## src/rtl/raster_timer.sv

```systemverilog
module raster_timer #(
  parameter int NTSC_LINES  = 262,
  parameter int PAL_LINES   = 312,
  parameter int SHORT_LINE  = 240,
  parameter int VBL_LINE    = 225,
  parameter int VBL_LINE_OS = 240
) (
  input  logic        clk,
  input  logic        rst,
  input  logic        cfg_pal,
  input  logic        cfg_interlace,
  input  logic        cfg_overscan,
  input  logic        cfg_rev1,
  output logic [10:0] hpos,
  output logic [8:0]  vpos,
  output logic        field_odd,
  output logic        hblank,
  output logic        vblank,
  output logic        refresh_busy
);
  localparam logic [10:0] H_LAST       = 11'd1363;
  localparam logic [10:0] H_LAST_SHORT = 11'd1359;
  localparam logic [10:0] HB_END       = 11'd3;
  localparam logic [10:0] HB_START     = 11'd1096;
  localparam logic [10:0] REF_REV1     = 11'd530;
  localparam logic [10:0] REF_A        = 11'd538;
  localparam logic [10:0] REF_B        = 11'd534;
  localparam logic [10:0] REF_LEN      = 11'd40;
  localparam logic [8:0]  NTSC_LAST    = 9'(NTSC_LINES - 1);
  localparam logic [8:0]  PAL_LAST     = 9'(PAL_LINES - 1);

  logic pal_q, il_q, rev_q, alt_q;

  logic        short_line, line_end, field_end, alt_nxt;
  logic [8:0]  v_last;
  logic [10:0] h_nxt, ref_start;

  assign short_line = !pal_q && !il_q && field_odd && (vpos == 9'(SHORT_LINE));
  assign line_end   = hpos == (short_line ? H_LAST_SHORT : H_LAST);
  assign v_last     = (pal_q ? PAL_LAST : NTSC_LAST) + 9'(il_q && !field_odd);
  assign field_end  = line_end && (vpos == v_last);
  assign h_nxt      = line_end ? 11'd0 : hpos + 11'd1;
  assign alt_nxt    = (line_end && !short_line) ? !alt_q : alt_q;
  assign ref_start  = rev_q ? REF_REV1 : (alt_nxt ? REF_B : REF_A);

  always_ff @(posedge clk) begin
    if (rst) begin
      hpos         <= '0;
      vpos         <= '0;
      field_odd    <= 1'b0;
      alt_q        <= 1'b0;
      refresh_busy <= 1'b0;
      pal_q        <= cfg_pal;
      il_q         <= cfg_interlace;
      rev_q        <= cfg_rev1;
    end else begin
      hpos         <= h_nxt;
      alt_q        <= alt_nxt;
      refresh_busy <= (h_nxt >= ref_start) && (h_nxt < ref_start + REF_LEN);
      if (line_end) vpos <= field_end ? 9'd0 : vpos + 9'd1;
      if (field_end) begin
        field_odd <= !field_odd;
        pal_q     <= cfg_pal;
        il_q      <= cfg_interlace;
        rev_q     <= cfg_rev1;
      end
    end
  end

  assign hblank = (hpos <= HB_END) || (hpos >= HB_START);
  assign vblank = vpos >= (cfg_overscan ? 9'(VBL_LINE_OS) : 9'(VBL_LINE));
endmodule

```

## config.mk

```make
export PLATFORM = sky130hd
export DESIGN_NAME = raster_timer
export DESIGN_NICKNAME = d
export VERILOG_FILES = /design/src/rtl/raster_timer.sv
export SDC_FILE = /design/constraint.sdc
export NUM_CORES = 1
export LEC_CHECK = 0
export BUFFER_PORTS_ARGS = -buffer_cell sky130_fd_sc_hd__buf_4
export CAP_MARGIN = 5
export CORE_UTILIZATION = 40
export DETAILED_ROUTE_END_ITERATION = 8
export GPL_ROUTABILITY_DRIVEN = 0
export HOLD_SLACK_MARGIN = 0.03
export SLEW_MARGIN = 20
export SYNTH_ARGS = -nofsm -noshare
export SYNTH_HDL_FRONTEND = slang
export SYNTH_SLANG_ARGS = --single-unit
```

## constraint.sdc

```tcl
create_clock -name clk -period 4.8 [get_ports clk]
set_input_delay 0.72 -clock clk [delete_from_list [all_inputs] [get_ports clk]]
set_output_delay 0.72 -clock clk [all_outputs]
set_load 0.01 [all_outputs]
```

# Word-level counts from Yosys, hierarchy flattened
# Index checks and enable logic that the tools add are counted.
[classes] add_sub_neg=4 n_mul=0 div=0 n_lt_le_gt_ge=5 eq_ne=3 shift=0 muxes=14 bitwise_logic=0 reduce_logical=14
[ops] op="adder 10 x 6 -> 11 bit (second input constant)" count=1
[ops] op="adder 11 x 1 -> 11 bit (second input constant)" count=1
[ops] op="equality test 11 bit" count=1
[ops] op="greater-or-equal comparator 11 x 10 -> 1 bit" count=1
[ops] op="greater-or-equal comparator 11 bit (second input constant)" count=1
[ops] op="less-or-equal comparator 11 x 2 -> 1 bit (second input constant)" count=1
[ops] op="< comparator 11 bit" count=1
[ops] op="two-way mux 11 bit" count=1
[ops] op="two-way mux 5 bit" count=2
[ops] op="adder 9 x 1 -> 9 bit" count=1
[ops] op="adder 9 x 1 -> 9 bit (second input constant)" count=1
[ops] op="equality test 9 x 8 -> 1 bit (second input constant)" count=1
[ops] op="equality test 9 bit" count=1
[ops] op="greater-or-equal comparator 9 x 8 -> 1 bit" count=1
[ops] op="two-way mux 9 bit" count=1
[ops] op="two-way mux 4 bit" count=2
[ops] op="logical AND 1 bit" count=7
[ops] op="two-way mux 1 bit" count=7
[ops] op="two-way mux 6 bit" count=1
[ops] op="logical NOT 1 bit" count=5
[ops] op="nonzero test 2 bit" count=1
[ops] op="logical OR 1 bit" count=1
[totals] reg_bits=26 latch_bits=0 ram_bits=0 rom_bits=0 elab_cells=48 n_memories=0

# Logic depth before layout (Yosys ltp)
# Gate-level depths: netlist (run 1).
[depth] ltp_word=13 depth_mapped=12 mapped_depth_nobuf=12

# Worst setup path after synthesis (run 1)
# OpenSTA, ideal clock, no wires.
[synth_path] path_type="register to register" start="reg hpos[0]" end="reg refresh_busy" setup_ps=96 arrival_ps=3124 setup_slack_ps=1580 path_stages_with_launch=13 synth_period_minus_slack_ps=3220 cell_sequence="dfxtp_1 > ha_1 > or4b_4 > nor3_2 > nand2_1 > xor2_1 > or2_2 > ha_1 > a21oi_1 > nor2_1 > a2111oi_0 > nand4_1 > nor4b_1"
[synth_via] elab_chain_len=8
[synth_rtl] element="from (decl)" line="14" rtl="output logic [10:0] hpos,"
[synth_rtl] element="from (signal assigned)" line="57" rtl="hpos <= h_nxt;"
[synth_rtl] element="equality test 11 bit" line="39" rtl="assign line_end = hpos == (short_line ? H_LAST_SHORT : H_LAST);"
[synth_rtl] element="logical AND 1 bit" line="43" rtl="assign alt_nxt = (line_end && !short_line) ? !alt_q : alt_q;"
[synth_rtl] element="two-way mux 1 bit" line="43"
[synth_rtl] element="two-way mux 4 bit (2 in series)" line="44" rtl="assign ref_start = rev_q ? REF_REV1 : (alt_nxt ? REF_B : REF_A);"
[synth_rtl] element="adder 10 x 6 -> 11 bit" line="59" rtl="refresh_busy <= (h_nxt >= ref_start) && (h_nxt < ref_start + REF_LEN);"
[synth_rtl] element="< comparator 11 bit" line="59"
[synth_rtl] element="logical AND 1 bit (*)" line="59"
[synth_rtl] element="to (signal assigned)" line="59"
[synth_rtl] element="to (decl)" line="19" rtl="output logic refresh_busy"
# Every way passes the cells marked *; elsewhere a longest branch is shown, timed or not.
# A chain may end at the register's enable or synchronous reset.

# Final worst setup path (run 1)
# Ends and elaborated chain as after synthesis.

==> flow_summary.yaml, run 1 <==
setup_path:
  critical_path_class: "register to register"
  critPathArrivalTime_ns: 3.59
  cp-start-kind: "register"
  required_ns: 4.99
  path_max_fanout: 6
  cp-end-kind: "register"
synthesis:
  synthDistinctLibCells: 46
  yosysSeqAreaShare_pct: 33.26
  synthCells: 193
  syn_nets: 212
  synth-seq-cells: 26
  synth_area_leaders: "dfxtp_1 28%, ha_1 9.8%, nor2_1 7.9%, xor2_1 5.8%, edfxtp_1 5.4%"
  avgSynthCellArea_um2: 8.577
  synth_top_area_share_pct: 27.82
  synth_area_um2: 1655
  synth_top_cell_by_area: "dfxtp_1"
  ys_warn_count: 0
route:
  drt_iter0_drc: 98
  drt-wirelength-per-cell_um: 13.11
  ant_nets: 0
  route.detailed.drc: 0
  top_layer_used: "met4"
  dr.pass1.iters: 4
  wl_met1_mm: 1.894
  wl_met2_mm: 1.437
  drt_wl_total_mm: 3.539
  vias: 1421
  via_per_inst: 5.263
  wl_met3_um: 146
outcome:
  outcome: "completed"
floorplan:
  die_w_um: 66.33
  rows: 23
  die_area_um2: 4400
  core_um2: 4000
  io_pins: 30
  initial_core_util_pct: 41.38
  die_y_um: 66.33
timing:
  timing.fmax_ghz: 0.2940
  setup_tns_ns: 0
  rsz0062_at_grt: "false"
  period_share_pct: 70.86
  slew_headroom_pct: 58.72
  finClkSkew_ns: 0.002992
  tightestPinTransition_ns: 0.6136
  finalSetupViolCount: 0
  drv_slew: 0
  finalHoldViolCount: 0
  period_minus_slack_ns: 3.401
clock_tree:
  numCtsBuffers: 3
  clk_pin_slew_worst_paths_ns: 0.09
  clock-sinks: 26
  cts_tree: "yes"
  clk_latency_ns: 0.28
  clockBufferDepth: 2
  htree_levels: 1
  cts_setup_buffers: 0
  cts_resized: 0
  ctsHoldBuffers: 0
  root_buffer: "clkbuf_8"
finish:
  stdcell_area_um2: 1948
  layout_common_cells: "35 x nor2_1, 29 x buf_4, 23 x dfxtp_1"
  drive_above_1_share_pct: 20.00
  n_antenna_cell: 0
  post-route-util_pct: 48.70
  nNetsFinal: 240
  mostFrequentLayoutCell: "nor2_1"
  area_growth_pct: 17.69
  stdcell_count: 270
global_routing:
  antenna_found_initial: 0
  grt_pass1_vias: 1248
  grt_pass1_wl_mm: 5.934
  grt_max_degree: 15
  grt_usage_pct: 17.98
  grt_overflow_total: 0
placement:
  dpl.cell_count: 266
  io_buffer_count: 29
  postPlaceCellArea_um2: 1903
  dp_hpwl_mm: 2.662
power:
  total_power_uw: 394.4
  p_per_area_nw_per_um2: 202.5
  irDropWorstVdd_uv: 105.5
  p_leak_nw: 0.7848
run:
  drv_cap: 0
worst_hold_path:
  min_path_type: "register to register"
cell type report:
class	instances	area, µm²
well taps	50	62.56
inverters	8	30.03
multi-input cells	153	1042
flip-flops and latches	26	550.5
clock buffers	3	41.29
fillers	384	2052
clock inverters	1	3.754
repair buffers	29	217.7
logic make-up after synthesis:
kind of cell    count (synthesis)  synth area share, %
mux                             3                2.192
fa+ha+maj                      13                9.826
compound gates                 18                8.164
buf+inv                        14                3.779
flops                          26                33.26
simple gates                  101                33.26
xor+xnor                       18                9.524
critical path, stage by stage, from the launching register on:
cell and delay [ns]:
dfxtp_1 0.41, ha_1 0.25, or4b_4 0.53, nor3_2 0.25
nand2_1 0.10, xor2_1 0.18, or2_2 0.28, ha_1 0.27
a21oi_1 0.17, nor2_1 0.07, a2111oi_0 0.37, nand4_1 0.15
nor4b_1 0.29
Yosys cell counts (all sizes together):
library cell / n
or3: 1
xor2: 11
nand4: 3
a22o: 1
and4: 2
and2: 1
nor3b: 1
inv: 8
nor4b: 4
and3b: 1
nand3: 10
clkbuf: 2
a21oi: 5
a31oi: 2
xnor2: 7
nand4b: 3
dfxtp: 23
nor2: 35
a32o: 1
nand2: 14
and3: 3
o31ai: 1
nor2b: 7
nor4: 3
or2: 1
o21ai: 3
a32oi: 1
buf: 4
or4b: 1
mux2i: 1
o21bai: 2
a2111oi: 1
a221oi: 1
or3b: 1
nor3: 8
edfxtp: 3
ha: 13
nand2b: 2
mux2: 2
registers in the layout, summed over array words and instances (netlist names):
name,flops
alt_q,1
field_odd,1
hpos,11
il_q,1
pal_q,1
refresh_busy,1
rev_q,1
vpos,9
worst paths after layout:
kind,startpoint,endpoint,slack (ns),cells past startpoint
worst max register to register,hpos[0]$_SDFF_PP0_,refresh_busy$_SDFF_PP0_,1.40,12
worst max-delay path,hpos[0]$_SDFF_PP0_,refresh_busy$_SDFF_PP0_,1.40,12
worst min-delay path,hpos[0]$_SDFF_PP0_,hpos[0]$_SDFF_PP0_,0.50,1
worst min register to register,hpos[0]$_SDFF_PP0_,hpos[0]$_SDFF_PP0_,0.50,1
per-layer routing:
layer	vias up	GRT usage [%]
li1	728	-
met1	651	26.96
met2	36	24.36
met3	6	3.276
met4	0	7.979
met5	-	0
report_power, final:
| part | internal (mW) | total [mW] | switching [mW] | leakage [nW] |
|---|---|---|---|---|
| logic | 0.0182 | 0.0369 | 0.0187 | 0.547 |
| clock network | 0.0576 | 0.130 | 0.0723 | 0.0231 |
| registers | 0.223 | 0.228 | 0.00440 | 0.215 |
| total | 0.299 | 0.394 | 0.0954 | 0.785 |
per-stage QoR:
stage	hold slack, ns	setup WS [ns]
global placement	0.4766	1.483
floorplan	0.4876	1.580
global route	0.5341	1.143
detailed placement	0.4793	1.420
CTS	0.5008	1.386
finish	0.4954	1.399
(Power assumes the default switching activity.)
==> run 2: changes to the inputs <==
ABC_AREA = 1   (was unset)
clock period = 3.2 ns   (was 4.8 ns; I/O delays follow)
==> flow_summary.yaml, run 2 <==
synthesis:
  yosysMostFrequentCell: "nand2_1"
  synthDistinctLibCells: 35
  synth_common_cells: "41 x nand2_1, 36 x inv_1, 34 x nor2_1, 23 x dfxtp_1"
  synth_area_leaders: "dfxtp_1 28%, ha_1 9.8%, nand2_1 9.3%, inv_1 8.1%, nor2_1 7.7%"
  ys_warn_count: 0
  synth-seq-cells: 26
  syn_nets: 251
  synth_edf_count: 3
  synthArstFlopShare_pct: 0
  synth_area_um2: 1663
  synth_top_cell_by_area: "dfxtp_1"
  avgSynthCellArea_um2: 7.167
  yosysSeqAreaShare_pct: 33.11
  synthCells: 232
  synth_top_area_share_pct: 27.69
  synth_ff_type: "dfxtp_1"
finish:
  mostFrequentLayoutCell: "nand2_1"
  nFillCells: 415
  nNetsFinal: 283
  n_antenna_cell: 0
  largest_reg_flops: 11
  area_growth_pct: 19.26
  reg_top3: "hpos (11), vpos (9)"
  regMostFlops: "hpos"
  layout_common_cells: "41 x nand2_1, 36 x inv_1, 34 x nor2_1"
  drive_above_1_share_pct: 20.15
placement:
  io_buffer_count: 29
  dp_hpwl_mm: 2.916
route:
  drt_iter0_drc: 115
  via_per_inst: 4.863
  drt_wl_total_mm: 3.674
  route.detailed.drc: 0
  ant_nets: 0
  drt-wirelength-per-cell_um: 11.74
  dr.pass1.iters: 4
  vias: 1522
timing:
  period_minus_slack_ns: 2.843
  drv_slew: 0
  finalSetupViolCount: 0
  finClkSkew_ns: 0.01076
  tightestPinTransition_ns: 0.3935
  finalHoldViolCount: 0
  period_share_pct: 88.85
  slew_headroom_pct: 73.56
  rsz0062_at_grt: "false"
  timing.fmax_ghz: 0.3517
  setup_tns_ns: 0
floorplan:
  io_pins: 30
  core_um2: 4000
  die_area_um2: 4419
  die_w_um: 66.48
  die_y_um: 66.48
  initial_core_util_pct: 41.57
  rows: 23
power:
  p_per_area_nw_per_um2: 303.4
  irDropWorstVdd_uv: 189.1
  total_power_uw: 601.6
  p_leak_nw: 0.9210
setup_path:
  critPathArrivalTime_ns: 3.05
  required_ns: 3.40
  path_max_fanout: 8
  cp-end-kind: "register"
  critical_path_class: "register to register"
  regToRegSetupSlack_ns: 0.36
  cp-start-kind: "register"
clock_tree:
  cts_tree: "yes"
  htree_levels: 1
  cts_setup_buffers: 0
  numCtsBuffers: 3
  clock-sinks: 26
  clockBufferDepth: 2
  root_buffer: "clkbuf_8"
  clk_pin_slew_worst_paths_ns: 0.10
  clk_latency_ns: 0.27
global_routing:
  grt_usage_pct: 19.02
  grt_overflow_total: 0
  antenna_found_initial: 0
  grt_pass1_vias: 1445
  grt_pass1_wl_mm: 6.444
  grt_max_degree: 17
worst_hold_path:
  min_path_type: "input pin to register"
run:
  drv_cap: 0
outcome:
  outcome: "completed"
==> run 2: cell types whose count changed in the layout (fill, tap and decap cells not counted), moves of 3 or more <==
cell / before / now
nand3_1: 10 / 13
o21ai_0: 3 / 10
inv_2: 0 / 3
xnor2_1: 7 / 1
xor2_1: 11 / 5
inv_1: 8 / 36
nor2b_1: 7 / 0
nand4b_1: 3 / 0
nor4b_1: 4 / 0
a21oi_1: 4 / 9
nand2_1: 14 / 41
nand4_1: 2 / 5
nand2_2: 0 / 5
==> run 2: per-layer routing <==
layer	wire (µm)	GRT usage (%)
met1	1900	26.46
met2	1627	29.97
met3	104	3.253
met4	42	5.319
met5	0	0
==> run 2: report_power, final <==
group	internal (mW)	total [mW]	switching, mW
clock network	0.0860	0.191	0.105
logic	0.0295	0.0677	0.0382
registers	0.336	0.343	0.00670
==> run 2: worst paths after layout <==
path,start,endpoint,cells past startpoint
worst max-delay path,hpos[0]$_SDFF_PP0_,refresh_busy$_SDFF_PP0_,16
worst min-delay path,cfg_rev1,rev_q$_DFFE_PP_,1
worst max register to register,hpos[0]$_SDFF_PP0_,refresh_busy$_SDFF_PP0_,16
worst min register to register,vpos[5]$_SDFFE_PP0N_,vpos[5]$_SDFFE_PP0N_,2
==> run 2: layout make-up <==
| type | count | area [µm²] | area share, % |
|---|---|---|---|
| multi-input cells | 162 | 943.4 | 47.57 |
| flip-flops and latches | 26 | 550.5 | 27.76 |
| repair buffers | 30 | 225.2 | 11.36 |
| inverters | 41 | 156.4 | 7.886 |
| well taps | 50 | 62.56 | 3.155 |
| clock buffers | 3 | 41.29 | 2.082 |
| clock inverters | 1 | 3.754 | 0.1893 |
==> run 2: what timing repair did <==
item	4_1_cts	5_1_grt
gates resized for setup	0	1
endpoints found under the setup margin	0	1
hold buffers	0	0
==> run 2: per-stage QoR <==
step | setup WS (ns) | area, µm² | hold WS (ns) | instances | utilization (%)
5_1_grt | 0.01698 | 1983 | 0.3564 | 313 | 49.58
6_report | 0.3567 | 1983 | 0.3748 | 313 | 49.58
3_3_place_gp | 0.4382 | 1936 | 0.5191 | 309 | 48.39
4_1_cts | 0.2694 | 1981 | 0.3698 | 313 | 49.52
2_1_floorplan | 0.5560 | 1663 | 0.5300 | 232 | -
3_5_place_dp | 0.3214 | 1936 | 0.5303 | 309 | 48.39
==> run 2: critical path: stages (launching register included) <==
cell and delay (ns):
dfxtp_1 0.45, ha_2 0.28, nand3_1 0.14, nor4_4 0.20, nand3_4 0.11, inv_4 0.11, nand2_2 0.07, xnor2_2 0.14
nor2_1 0.24, inv_1 0.10, ha_1 0.30, nand2_1 0.09, o211a_1 0.17, nand3_1 0.07, nor2_1 0.11, nand3_1 0.08
a21oi_1 0.11
==> run 2: logic make-up (layout without fill, tap and decap cells) <==
| group | count (synthesis) | in the layout | share of synthesized area [%] |
|---|---|---|---|
| and+or+nand+nor | 117 | 117 | 33.79 |
| buffers and inverters | 44 | 75 | 10.31 |
| DFF | 26 | 26 | 33.11 |
| AOI/OAI and AO/OA | 25 | 25 | 8.879 |
| adders and majority gates | 13 | 13 | 9.782 |
| xor gates and xnor gates | 7 | 7 | 4.139 |
==> run 3: changes to the inputs <==
ABC_AREA = unset   (was 1)
SLEW_MARGIN = unset   (was 20)
clock period = 2.8 ns   (was 3.2 ns; I/O delays follow)
==> flow_summary.yaml, run 3 (synthesized netlist as in run 1, its figures left out) <==
setup_path:
  cp_slowest_cell: "or4b_4"
  critPathLaunch: "hpos[1]$_SDFF_PP0_"
  required_ns: 2.96
  max_stage_delay_ns: 0.50
  cp-end-kind: "register"
  path_max_fanout: 4
  critPathArrivalTime_ns: 2.92
  cpMostUsedCell: "ha_4"
  cp-start-kind: "register"
  critical_path_class: "register to register"
  crit_chain: "ha_4 > or4b_4 > nor3_4 > nand2_2 > xor2_2 > or2_4 > ha_4 > a21oi_2 > nor2b_1 > nor4b_1 > nor4b_2"
  r2r-start: "hpos[1]$_SDFF_PP0_"
floorplan:
  die_area_um2: 4400
  core_um2: 4000
  initial_core_util_pct: 41.38
  io_pins: 30
  rows: 23
  die_w_um: 66.33
  die_y_um: 66.33
power:
  p_comb_share_pct: 12.1
  total_power_uw: 726.4
  switching_power_uw: 174.5
  pwr-share-clk_pct: 34.4
  p_leak_nw: 0.9878
  pwr-share-seq_pct: 53.5
  p_int_uw: 551.9
  p_per_area_nw_per_um2: 319.7
  irDropWorstVdd_uv: 159.1
  switching_share_pct: 24.03
timing:
  finalHoldViolCount: 0
  tightestPinTransition_ns: 0.5198
  drv_slew: 0
  period_share_pct: 98.71
  rsz0062_at_grt: "true"
  slew_headroom_pct: 65.03
  layout_setup_ws_ns: 0.03606
  period_minus_slack_ns: 2.764
  timing.fmax_ghz: 0.3618
  finalSetupViolCount: 0
  finClkSkew_ns: 0.006534
clock_tree:
  clk_pin_slew_worst_paths_ns: 0.10
  clock-sinks: 26
  cts_tree: "yes"
  numCtsBuffers: 3
  clockBufferDepth: 2
  htree_levels: 1
  clk_latency_ns: 0.27
  root_buffer: "clkbuf_8"
placement:
  dp_hpwl_mm: 3.253
  postPlaceCellArea_um2: 2176
  io_buffer_count: 29
  pre_cts_ws_ns: -0.1672
finish:
  area_growth_pct: 37.26
  largest_reg_flops: 11
  n_antenna_cell: 0
  post-route-util_pct: 56.80
  nNetsFinal: 271
  reg_top3: "hpos (11), vpos (9)"
  stdcell_area_um2: 2272
  drive_above_1_share_pct: 34.66
  regMostFlops: "hpos"
  layout_common_cells: "60 x buf_4, 35 x nor2_1, 21 x dfxtp_1"
  mostFrequentLayoutCell: "buf_4"
outcome:
  outcome: "completed"
route:
  drt_wl_total_mm: 4.241
  vias: 1594
  dr.pass1.iters: 4
  drt_iter0_drc: 49
  ant_nets: 0
  via_per_inst: 5.296
  route.detailed.drc: 0
  drt-wirelength-per-cell_um: 14.09
worst_hold_path:
  min_path_type: "input pin to register"
  hold_start: "cfg_rev1"
global_routing:
  grt_max_degree: 15
  grt_overflow_total: 0
  grt_usage_pct: 21.32
  grt_pass1_vias: 1551
  antenna_found_initial: 0
  grt_pass1_wl_mm: 7.079
run:
  drv_cap: 0
==> run 3: area by class of cell <==
class / count / area [µm²]
Fill cell: 366 / 1728
Multi-Input combinational cell: 153 / 1116
Sequential cell: 26 / 558.0
Timing Repair Buffer: 60 / 450.4
Tap cell: 50 / 62.56
Clock buffer: 4 / 55.05
Inverter: 8 / 30.03
==> run 3: what timing repair did <==
action | 4_1_cts | 5_1_grt
endpoints found under the setup margin | 1 | 1
hold buffers | 0 | 0
buffers inserted | 1 | 1
resized for setup | 4 | 3
pin swaps | 2 | 2
==> run 3: per-layer routing <==
layer | GRT usage, % | part of all wire (%) | up-vias
met5 | 0 | 0 | -
met1 | 25.94 | 44 | 754
met2 | 38.14 | 51 | 42
li1 | - | - | 788
met4 | 7.713 | 2.0 | 0
met3 | 2.414 | 3.6 | 10
==> run 3: final timing paths <==
path,endpoint,slack (ns),cells after the start
max,refresh_busy$_SDFF_PP0_,0.04,11
min,rev_q$_DFFE_PP_,0.31,1
max reg2reg,refresh_busy$_SDFF_PP0_,0.04,11
min reg2reg,hpos[0]$_SDFF_PP0_,0.56,2
==> run 3: power groups by stage <==
stage	Combinational [mW]	Clock, mW	Sequential (mW)
after global placement	0.0794	0	0.397
after CTS	0.0864	0.254	0.389
after floorplan	0.0459	0	0.401
after detailed placement	0.0845	0	0.397
after global routing	0.0950	0.270	0.390
final	0.0879	0.250	0.389
==> run 3: worst max-delay path: cells and delay by family, from the launching register on <==
family | cells | cell delay (ns)
adder cells (fa/ha/maj) | 2 | 0.33
AND/OR/NAND/NOR | 7 | 1.61
XOR/XNOR | 1 | 0.17
AO/OA/AOI/OAI | 1 | 0.15
flip-flops | 1 | 0.37
==> run 3: per-stage QoR <==
step	hold slack (ns)	instances	TNS (ns)
6_report	0.3129	301	0
5_1_grt	0.3035	301	-0.1074
4_1_cts	0.3098	300	0
3_5_place_dp	0.5377	295	-0.1672
3_3_place_gp	0.5307	295	-0.05507
2_1_floorplan	0.4575	193	-0.02361
